`config.mk`:
```
export PLATFORM = sky130hd
export DESIGN_NAME = rtc_lp_retain
export DESIGN_NICKNAME = d
export VERILOG_FILES = /design/src/rtl/rtc_lp_pkg.sv /design/src/rtl/rtc_lp_ctrl.sv /design/src/rtl/rtc_lp_flags.sv /design/src/rtl/rtc_lp_retain.sv
export SDC_FILE = /design/constraint.sdc
export NUM_CORES = 1
export LEC_CHECK = 0
export ABC_AREA = 1
export BUFFER_PORTS_ARGS = -buffer_cell sky130_fd_sc_hd__buf_2
export CAP_MARGIN = 20
export CORE_ASPECT_RATIO = 1.2
export CORE_MARGIN = 10
export CORE_UTILIZATION = 47
export DETAILED_ROUTE_END_ITERATION = 8
export HOLD_SLACK_MARGIN = 0.03
export PLACE_DENSITY = 0.74
export REMOVE_ABC_BUFFERS = 1
export SETUP_SLACK_MARGIN = 0.3
export SLEW_MARGIN = 25
export SYNTH_ARGS = -nofsm -noshare
export SYNTH_HDL_FRONTEND = slang
export SYNTH_SLANG_ARGS = --single-unit
```
`constraint.sdc`:
```
create_clock -name clk -period 1.45 [get_ports clk]
set_input_delay 0.435 -clock clk [delete_from_list [all_inputs] [get_ports clk]]
set_output_delay 0.435 -clock clk [all_outputs]
set_load 0.02 [all_outputs]
```
`src/rtl/rtc_lp_pkg.sv`:
```
package rtc_lp_pkg;
  typedef enum logic [1:0] {
    ST_ACTIVE       = 2'd0,
    ST_SLEEP        = 2'd1,
    ST_WAKE_RESET   = 2'd2,
    ST_LOCKED_AWAKE = 2'd3
  } lp_state_t;

  localparam logic [1:0] SEL_IEN  = 2'd0;
  localparam logic [1:0] SEL_FCLR = 2'd1;
  localparam logic [1:0] SEL_CTRL = 2'd2;

  // flags that survive entry: only those with their enable set
  function automatic logic [3:0] entry_keep(input logic [3:0] flags, input logic [3:0] ien);
    return flags & ien;
  endfunction

  function automatic logic wake_hit(input logic [3:0] ev, input logic [3:0] ien);
    return |(ev & ien);
  endfunction
endpackage

```
`src/rtl/rtc_lp_ctrl.sv`:
```
module rtc_lp_ctrl
  import rtc_lp_pkg::*;
#(
  parameter int RST_CYCLES = 4,
  localparam int CW = (RST_CYCLES > 1) ? $clog2(RST_CYCLES) : 1
) (
  input  logic      clk,
  input  logic      rst_n,
  input  logic      pd_req,
  input  logic      ctrl_wr,
  input  logic      ctrl_hold,
  input  logic      ctrl_unlock,
  input  logic      hit,
  output lp_state_t state,
  output logic      lock,
  output logic      hold,
  output logic      enter_evt,
  output logic      wake_evt,
  output logic      core_rst
);
  logic [CW-1:0] cnt;
  logic          unlock_evt;
  logic          rst_done;

  assign enter_evt  = (state == ST_ACTIVE) && pd_req && !hold;
  assign wake_evt   = (state == ST_SLEEP) && hit;
  assign unlock_evt = (state == ST_LOCKED_AWAKE) && ctrl_wr && ctrl_unlock;
  assign rst_done   = (cnt == CW'(RST_CYCLES - 1));
  assign core_rst   = (state == ST_WAKE_RESET);

  always_ff @(posedge clk or negedge rst_n) begin
    if (!rst_n) begin
      state <= ST_ACTIVE;
      lock  <= 1'b0;
      hold  <= 1'b1;
      cnt   <= '0;
    end else begin
      if (ctrl_wr && (state == ST_ACTIVE || state == ST_LOCKED_AWAKE))
        hold <= ctrl_hold;
      unique case (state)
        ST_ACTIVE: if (enter_evt) begin
          state <= ST_SLEEP;
          lock  <= 1'b1;
        end
        ST_SLEEP: if (wake_evt) begin
          state <= ST_WAKE_RESET;
          cnt   <= '0;
        end
        ST_WAKE_RESET: begin
          cnt <= cnt + 1'b1;
          if (rst_done) state <= ST_LOCKED_AWAKE;
        end
        ST_LOCKED_AWAKE: if (unlock_evt) begin
          state <= ST_ACTIVE;
          lock  <= 1'b0;
        end
        default: state <= ST_ACTIVE;
      endcase
    end
  end


  hold_block_chk: assert property (@(posedge clk) disable iff (!rst_n)
    (state == ST_ACTIVE && pd_req && hold) |=> (state == ST_ACTIVE && !lock));

  lock_on_entry_chk: assert property (@(posedge clk) disable iff (!rst_n)
    enter_evt |=> lock);

  reset_then_locked_chk: assert property (@(posedge clk) disable iff (!rst_n)
    $fell(core_rst) |-> (lock && state == ST_LOCKED_AWAKE));

  wake_starts_reset_chk: assert property (@(posedge clk) disable iff (!rst_n)
    wake_evt |=> core_rst);
endmodule

```
`src/rtl/rtc_lp_flags.sv`:
```
module rtc_lp_flags
  import rtc_lp_pkg::*;
#(
  parameter int N_SRC = 4
) (
  input  logic             clk,
  input  logic             rst_n,
  input  logic [N_SRC-1:0] ev,
  input  logic             ien_wr,
  input  logic             fclr_wr,
  input  logic [N_SRC-1:0] wdata,
  input  logic             lock,
  input  logic             enter_evt,
  input  logic             sleeping,
  output logic [N_SRC-1:0] flags,
  output logic [N_SRC-1:0] ien,
  output logic [N_SRC-1:0] irq,
  output logic             hit
);
  logic [N_SRC-1:0] kept;

  assign kept = entry_keep(flags, ien);
  assign hit  = sleeping && wake_hit(ev, ien);
  assign irq  = lock ? '0 : (flags & ien);

  always_ff @(posedge clk or negedge rst_n) begin
    if (!rst_n) ien <= '0;
    else if (ien_wr && !lock) ien <= wdata;
  end

  for (genvar i = 0; i < N_SRC; i++) begin : g_flag
    always_ff @(posedge clk or negedge rst_n) begin
      if (!rst_n) flags[i] <= 1'b0;
      else if (ev[i]) flags[i] <= 1'b1;
      else if (enter_evt) flags[i] <= kept[i];
      else if (fclr_wr && !lock && wdata[i]) flags[i] <= 1'b0;
    end
  end


  sleep_capture_chk: assert property (@(posedge clk) disable iff (!rst_n)
    (sleeping && |ev) |=> ((flags & $past(ev)) == $past(ev)));

  locked_no_irq_chk: assert property (@(posedge clk) disable iff (!rst_n)
    lock |-> (irq == '0));

  locked_ien_stable_chk: assert property (@(posedge clk) disable iff (!rst_n)
    lock |=> $stable(ien));

  wake_enabled_chk: assert property (@(posedge clk) disable iff (!rst_n)
    hit |-> (|(ev & ien)));
endmodule

```
`src/rtl/rtc_lp_retain.sv`:
```
module rtc_lp_retain
  import rtc_lp_pkg::*;
#(
  parameter int N_SRC      = 4,
  parameter int RST_CYCLES = 4
) (
  input  logic             clk,
  input  logic             rst_n,
  input  logic             reg_wr,
  input  logic [1:0]       reg_sel,
  input  logic [N_SRC-1:0] reg_wdata,
  input  logic             pd_req,
  input  logic [N_SRC-1:0] ev_in,
  output logic             wake_req,
  output logic             core_rst,
  output logic             lock_o,
  output logic             hold_o,
  output logic [N_SRC-1:0] ien_o,
  output logic [N_SRC-1:0] flag_o,
  output logic [N_SRC-1:0] irq_o
);
  lp_state_t state;
  logic      enter_evt, wake_evt, hit;
  logic      ien_wr, fclr_wr, ctrl_wr;

  assign ien_wr   = reg_wr && (reg_sel == SEL_IEN);
  assign fclr_wr  = reg_wr && (reg_sel == SEL_FCLR);
  assign ctrl_wr  = reg_wr && (reg_sel == SEL_CTRL);
  assign wake_req = wake_evt;

  rtc_lp_ctrl #(.RST_CYCLES(RST_CYCLES)) u_ctrl (
    .clk(clk), .rst_n(rst_n), .pd_req(pd_req), .ctrl_wr(ctrl_wr),
    .ctrl_hold(reg_wdata[0]), .ctrl_unlock(reg_wdata[1]), .hit(hit),
    .state(state), .lock(lock_o), .hold(hold_o), .enter_evt(enter_evt),
    .wake_evt(wake_evt), .core_rst(core_rst)
  );

  rtc_lp_flags #(.N_SRC(N_SRC)) u_flags (
    .clk(clk), .rst_n(rst_n), .ev(ev_in), .ien_wr(ien_wr), .fclr_wr(fclr_wr),
    .wdata(reg_wdata), .lock(lock_o), .enter_evt(enter_evt),
    .sleeping(state == ST_SLEEP), .flags(flag_o), .ien(ien_o), .irq(irq_o),
    .hit(hit)
  );
endmodule

```
==> results.sh, run 1 <==
export IMPL_status="finished with violations"
export IMPL_violations="negative setup slack"
export IMPL_grt_pass1_vias=920
export IMPL_crit_path_end_kind="primary output"
export IMPL_cp_max_fo=2
export IMPL_cp_required_ns=1.02
export IMPL_ys_seq_area_share_pct=43.8
export IMPL_root_buffer="clkbuf_4"
export IMPL_clkTransAtPathRegs_ns=0.08
export IMPL_hpwl_um=1660
export IMPL_rsz0062_at_grt="yes"
export IMPL_cts_num_sinks=14
export IMPL_gr_total_overflow=0
export IMPL_power_share_sequential_pct=22.6
export IMPL_nFillCells=84
export IMPL_m1WireLength_um=1040
export IMPL_cap_viol_max_count=0
export IMPL_die_h_um=65.3
export IMPL_cts_max_level=1
export IMPL_swShare_pct=45.4
export IMPL_holdWs_ns=0.0491
export IMPL_powerDensity_mw_per_mm2=2400
export IMPL_io_buffers=29
export IMPL_core_area_mm2=0.00162
export IMPL_max_slew_worst_pin_slew_ns=0.345
export IMPL_worstSetupPathType="flop to primary output"
export IMPL_avgSynthCellArea_um2=7.88
export IMPL_arrival_ns=1.19
export IMPL_drive_gt1_share_pct=55.5
export IMPL_start_util_pct=49.5
export IMPL_netlist_top_cells_area="dfrtp_1, nand2_1, ha_1"
export IMPL_io_pins=30
export IMPL_fin_ws_ns=-0.178
export IMPL_ys_types=19
export IMPL_max_freq_ghz=0.614
export IMPL_cp_start_kind="flop"
export IMPL_power_switching_mw=1.53
export IMPL_place_area_mm2=0.00101
export IMPL_cts_hold_buf=0
export IMPL_reg2regPathDepth=11
export IMPL_clock_skew_ns=0.00152
export IMPL_drt_iter0_markers=42
export IMPL_die_area_mm2=0.00377
export IMPL_first_pass_iters=4
export IMPL_wl_met2_um=1540
export IMPL_synth_top_area_cell="dfrtp_1"
export IMPL_via_count=930
export IMPL_clockPowerShare_pct=6.9
export IMPL_synth_seq_cells=14
export IMPL_slew_viol_final=0
export IMPL_die_w_um=57.7
export IMPL_grt_total_usage_pct=13.3
export IMPL_leakagePower_nw=0.726
export IMPL_wl_um=2860
export IMPL_reg2reg_to="u_ctrl.state[0]"
export IMPL_synthesis_area_um2=803
export IMPL_top_layer_used="met4"
export IMPL_grt_pass1_wl_um=4090
export IMPL_critPathLaunch="u_ctrl.state[1]"
export IMPL_antenna_cells=0
export IMPL_ys_warn_count=0
export IMPL_design_area_mm2=0.00141
export IMPL_ir_worst_vdd_mv=1.43
export IMPL_clock_latency_ns=0.28
export IMPL_setup_violations=13
export IMPL_endpoint="wake_req"
export IMPL_vias_per_cell=5.38
export IMPL_seqCellArea_um2=354
export IMPL_placementRows=16
export IMPL_relSlewSlack_pct=77.0
export IMPL_syn_inst=102
export IMPL_nets=175
export IMPL_area_growth_pct=75.1
export IMPL_cts_tree="built"
export IMPL_multi_input_area_um2=527
export IMPL_internal_power_mw=1.84
export IMPL_wl_met3_um=239
export IMPL_wl_per_cell_um=16.5
export IMPL_detail_route_antenna_nets=0
export IMPL_cts_buffers=3
export IMPL_hold_viol_final=0
export IMPL_hold_path_class="primary input to async pin"
export IMPL_antenna_found_initial=0
export IMPL_min_period_over_period_pct=112
export IMPL_drc_errors=0
export IMPL_max_clock_path_buffers=2
export IMPL_gp_congestion=0.846
export IMPL_synth_top_area_share_pct=40.5
export IMPL_period_needed_ns=1.63
export IMPL_r2r_start="u_ctrl.state[1]"
export IMPL_p_comb_share_pct=70.6
export IMPL_grt_max_degree=15
export IMPL_reg2reg_slack_ns=-0.10
## critical path, stage by stage, from the launching register on
cell	delay [ns]
dfrtp_1	0.41
inv_2	0.11
ha_4	0.14
inv_2	0.04
nor2_4	0.10
buf_6	0.12
## placed cells by master, fill, tap and decap left out, types with 4 or more instances in the layout
cell	Yosys	routed
inv_1	13	9
o21ai_2	0	4
nand2_2	1	5
nor2_4	1	4
nor2_1	7	4
nand2_1	27	20
o21ai_1	1	4
dfrtp_1	13	11
o21bai_1	6	6
buf_2	0	14
buf_6	0	22
inv_2	1	5
nand4_1	4	4
buf_4	0	13
## synthesized netlist by cell type, drive strengths merged
| master | count |
|---|---|
| o21bai | 6 |
| o21ai | 11 |
| dfrtp | 13 |
| or2 | 1 |
| nand4 | 4 |
| nand3b | 2 |
| inv | 14 |
| nand2 | 28 |
| ha | 5 |
| clkinv | 1 |
| a21oi | 1 |
| nor2 | 8 |
| nand3 | 3 |
| nor3 | 4 |
| dfstp | 1 |
## state kept, by name (all words and copies together) (netlist names)
register       cells
u_ctrl.cnt         2
u_ctrl.hold        1
u_ctrl.lock        1
u_ctrl.state       2
u_flags.flags      4
u_flags.ien        4
## through the flow
| step | utilization (%) | power, mW | setup slack, ns | TNS (ns) | instances |
|---|---|---|---|---|---|
| 2_1_floorplan | - | 1.61 | 0.0349 | 0 | 102 |
| 3_3_place_gp | 62.2 | 2.05 | 0.00273 | 0 | 154 |
| 3_5_place_dp | 62.2 | 2.09 | 0.00508 | 0 | 154 |
| 4_1_cts | 78.6 | 2.94 | -0.141 | -0.406 | 168 |
| 5_1_grt | 86.7 | 3.61 | -0.238 | -1.55 | 173 |
| 6_report | 86.7 | 3.38 | -0.178 | -0.769 | 173 |
## kinds of logic after synthesis
family	share of synthesized area, %
and+or+nand+nor	28.2
adders and majority gates	7.79
buffers and inverters	7.16
DFF	43.8
AOI/OAI and AO/OA	13.1
## worst min path at each step
stage / startpoint / endpoint / slack (ns)
floorplan: rst_n / u_ctrl.cnt[0] / 0.14
global placement: rst_n / u_flags.flags[3] / 0.35
detailed placement: rst_n / u_flags.ien[3] / 0.35
CTS: rst_n / u_flags.ien[3] / 0.04
global route: rst_n / u_flags.flags[3] / 0.05
finish: rst_n / u_flags.flags[1] / 0.05
## power by group through the flow
stage / Sequential [mW] / Clock (mW) / Combinational (mW)
2_1_floorplan: 0.854 / 0 / 0.752
3_5_place_dp: 0.741 / 0 / 1.35
4_1_cts: 0.728 / 0.241 / 1.97
3_3_place_gp: 0.732 / 0 / 1.32
6_report: 0.763 / 0.232 / 2.38
5_1_grt: 0.778 / 0.252 / 2.58
## final cells by class
cell class / count / share of cell area [%]
well taps: 18 / 1.60
multi-input cells: 73 / 37.5
inverters: 15 / 4.36
clock buffers: 4 / 1.87
repair buffers: 49 / 29.5
flip-flops and latches: 14 / 25.2
## timing repair
action | in CTS | in global routing
pin swaps | 13 | 11
setup endpoints to repair | 30 | 28
setup buffers | 10 | 5
resized for setup | 53 | 29
## metal layers
layer	up-vias	track usage, %
li1	438	-
met1	451	13.2
met2	35	23.9
met3	6	5.00
met4	0	5.88
met5	-	0
Power figures use the tool's default switching activity.
==> run 2: changes to the inputs <==
--- a/config.mk
+++ b/config.mk
@@ -10,5 +10,7 @@
 export CAP_MARGIN = 20
+export CELL_PAD_IN_SITES_DETAIL_PLACEMENT = 0
+export CELL_PAD_IN_SITES_GLOBAL_PLACEMENT = 2
 export CORE_ASPECT_RATIO = 1.2
 export CORE_MARGIN = 10
-export CORE_UTILIZATION = 47
+export CORE_UTILIZATION = 26
 export DETAILED_ROUTE_END_ITERATION = 8
--- a/constraint.sdc
+++ b/constraint.sdc
@@ -3,2 +3,2 @@
 set_output_delay 0.435 -clock clk [all_outputs]
-set_load 0.02 [all_outputs]
+set_load 0.005 [all_outputs]
==> run 2 against run 1 <==
Against the previous run: the run still ends with negative setup slack left; sequential power shrank 2%; combinational power shrank 9.2%; global-route usage shrank 4.0 points; first-iteration DRC count shrank 14%; final area grew 2.6%; utilization shrank 39 points; wire length shrank 6.5%; register-to-register slack gained 0.08 ns; via count shrank 1.7%; count of clock-buffer cells in the layout is the same; clock power grew 5%.
==> results.sh, run 2 (synthesized netlist as in run 1, its figures left out) <==
export IMPL_status="finished with violations"
export IMPL_violations="negative setup slack"
export IMPL_period_needed_ns=1.56
export IMPL_hold_viol_final=0
export IMPL_cts_buffers=3
export IMPL_io_buffers=29
export IMPL_max_freq_ghz=0.641
export IMPL_wl_per_cell_um=13.5
export IMPL_cts_num_sinks=14
export IMPL_p_comb_share_pct=68.5
export IMPL_reg2reg_slack_ns=-0.02
export IMPL_slew_viol_final=0
export IMPL_rsz0062_at_grt="yes"
export IMPL_drt_iter0_markers=36
export IMPL_clock_latency_ns=0.28
export IMPL_swShare_pct=40.9
export IMPL_max_clock_path_buffers=2
export IMPL_power_share_sequential_pct=23.8
export IMPL_hpwl_um=1880
export IMPL_gr_total_overflow=0
export IMPL_min_period_over_period_pct=108
export IMPL_cts_tree="built"
export IMPL_root_buffer="clkbuf_4"
export IMPL_relSlewSlack_pct=77.2
export IMPL_max_slew_worst_pin_slew_ns=0.342
export IMPL_cap_viol_max_count=0
export IMPL_clock_skew_ns=0.00359
export IMPL_powerDensity_mw_per_mm2=2180
export IMPL_cp_start_kind="flop"
export IMPL_arrival_ns=1.13
export IMPL_first_pass_iters=3
export IMPL_detail_route_antenna_nets=0
export IMPL_reg2regPathDepth=10
export IMPL_die_w_um=70.7
export IMPL_hold_path_class="primary input to async pin"
export IMPL_clockPowerShare_pct=7.7
export IMPL_clkTransAtPathRegs_ns=0.09
export IMPL_power_switching_mw=1.29
export IMPL_final_cells=197
export IMPL_area_growth_pct=79.6
export IMPL_nFillCells=305
export IMPL_drive_gt1_share_pct=62.7
export IMPL_io_pins=30
export IMPL_antenna_found_initial=0
export IMPL_worstSetupPathType="flop to primary output"
export IMPL_internal_power_mw=1.86
export IMPL_dp_cells=171
export IMPL_layout_common_cells="buf_2, buf_4, nand2_1, buf_6, dfrtp_1"
export IMPL_drc_errors=0
export IMPL_wl_um=2670
export IMPL_p_total_mw=3.15
export IMPL_nets=181
export IMPL_cts_max_level=1
export IMPL_antenna_cells=0
export IMPL_setup_violations=6
export IMPL_die_area_mm2=0.00572
export IMPL_crit_path_end_kind="primary output"
export IMPL_reg2reg_to="u_ctrl.state[0]"
export IMPL_via_count=914
export IMPL_final_common_cell="buf_2"
export IMPL_leakagePower_nw=0.739
export IMPL_core_area_mm2=0.00303
export IMPL_vias_per_cell=4.64
export IMPL_start_util_pct=26.5
export IMPL_fin_ws_ns=-0.111
export IMPL_grt_pass1_wl_um=4310
export IMPL_largestRegisters="u_flags.flags: 4 flops, u_flags.ien: 4 flops"
export IMPL_cp_max_fo=2
export IMPL_grt_max_degree=15
export IMPL_gp_congestion=0.763
export IMPL_grt_pass1_vias=947
export IMPL_die_h_um=80.9
export IMPL_r2r_start="u_ctrl.state[1]"
export IMPL_ir_worst_vdd_mv=1.11
export IMPL_placementRows=22
export IMPL_cp_required_ns=1.02
export IMPL_grt_total_usage_pct=9.28
## run 2: changes by cell type in the layout (fill, tap and decap cells not counted), moves of 2 or more
| cell | delta |
|---|---|
| nor2_2 | +3 |
| nand2_1 | -4 |
| buf_6 | -6 |
| buf_2 | +8 |
| o21ai_2 | +2 |
| nor2_4 | -2 |
| o21ai_0 | -3 |
| nand2_2 | +5 |
| inv_4 | +3 |
| buf_4 | +4 |
## run 2: layout make-up
type / instances / area [um^2] / share of cell area [%]
well taps: 36 / 45.0 / 3.12
repair buffers: 55 / 418 / 29.0
inverters: 15 / 63.8 / 4.42
flip-flops and latches: 14 / 354 / 24.5
clock buffers: 4 / 26.3 / 1.82
multi-input cells: 73 / 536 / 37.1
## run 2: how the worst max path moves through the flow
| stage | from | to | depth (start not counted) |
|---|---|---|---|
| 2_1_floorplan | u_ctrl.state[0] | u_ctrl.state[0] | 9 |
| 3_3_place_gp | ev_in[0] | wake_req | 6 |
| 3_5_place_dp | ev_in[0] | wake_req | 6 |
| 4_1_cts | u_flags.ien[1] | wake_req | 5 |
| 5_1_grt | u_flags.ien[0] | wake_req | 5 |
| 6_report | u_ctrl.state[1] | wake_req | 5 |
## run 2: power by group through the flow
| stage | Sequential (mW) | Clock, mW | Combinational, mW |
|---|---|---|---|
| floorplan | 0.725 | 0 | 0.667 |
| global placement | 0.745 | 0 | 1.11 |
| detailed placement | 0.751 | 0 | 1.12 |
| CTS | 0.730 | 0.251 | 1.88 |
| global route | 0.778 | 0.272 | 2.39 |
| finish | 0.749 | 0.244 | 2.16 |
## run 2: metal layers
metal	routed length (um)	up-vias	global-route usage [%]
li1	-	450	-
met1	1050	438	9.07
met2	1400	22	17.6
met3	179	4	3.05
met4	42	0	3.68
met5	0	-	0
## run 2: per-stage QoR
| step | worst slack [ns] | util, % | TNS, ns | area, um^2 | hold slack [ns] |
|---|---|---|---|---|---|
| after floorplan | 0.125 | - | 0 | 803 | 0.139 |
| after global placement | -0.000706 | 33.8 | -0.000706 | 1020 | 0.363 |
| after detailed placement | 0.00965 | 33.8 | 0 | 1020 | 0.364 |
| after CTS | -0.128 | 44.3 | -0.278 | 1340 | 0.0489 |
| after global routing | -0.184 | 47.6 | -1.02 | 1440 | 0.0512 |
| final | -0.111 | 47.6 | -0.262 | 1440 | 0.0370 |
## run 2: what timing repair did
item,CTS,global route
hold buffers,0,0
setup endpoints to repair,30,30
setup buffers,18,4
pin swaps,9,9
gates resized for setup,44,28
gates cloned,0,0
## run 2: critical path, stage by stage, from the launching register on
cell     delay [ns]
dfrtp_1        0.42
inv_2          0.08
ha_4           0.13
inv_2          0.03
nor2_1         0.08
buf_2          0.11
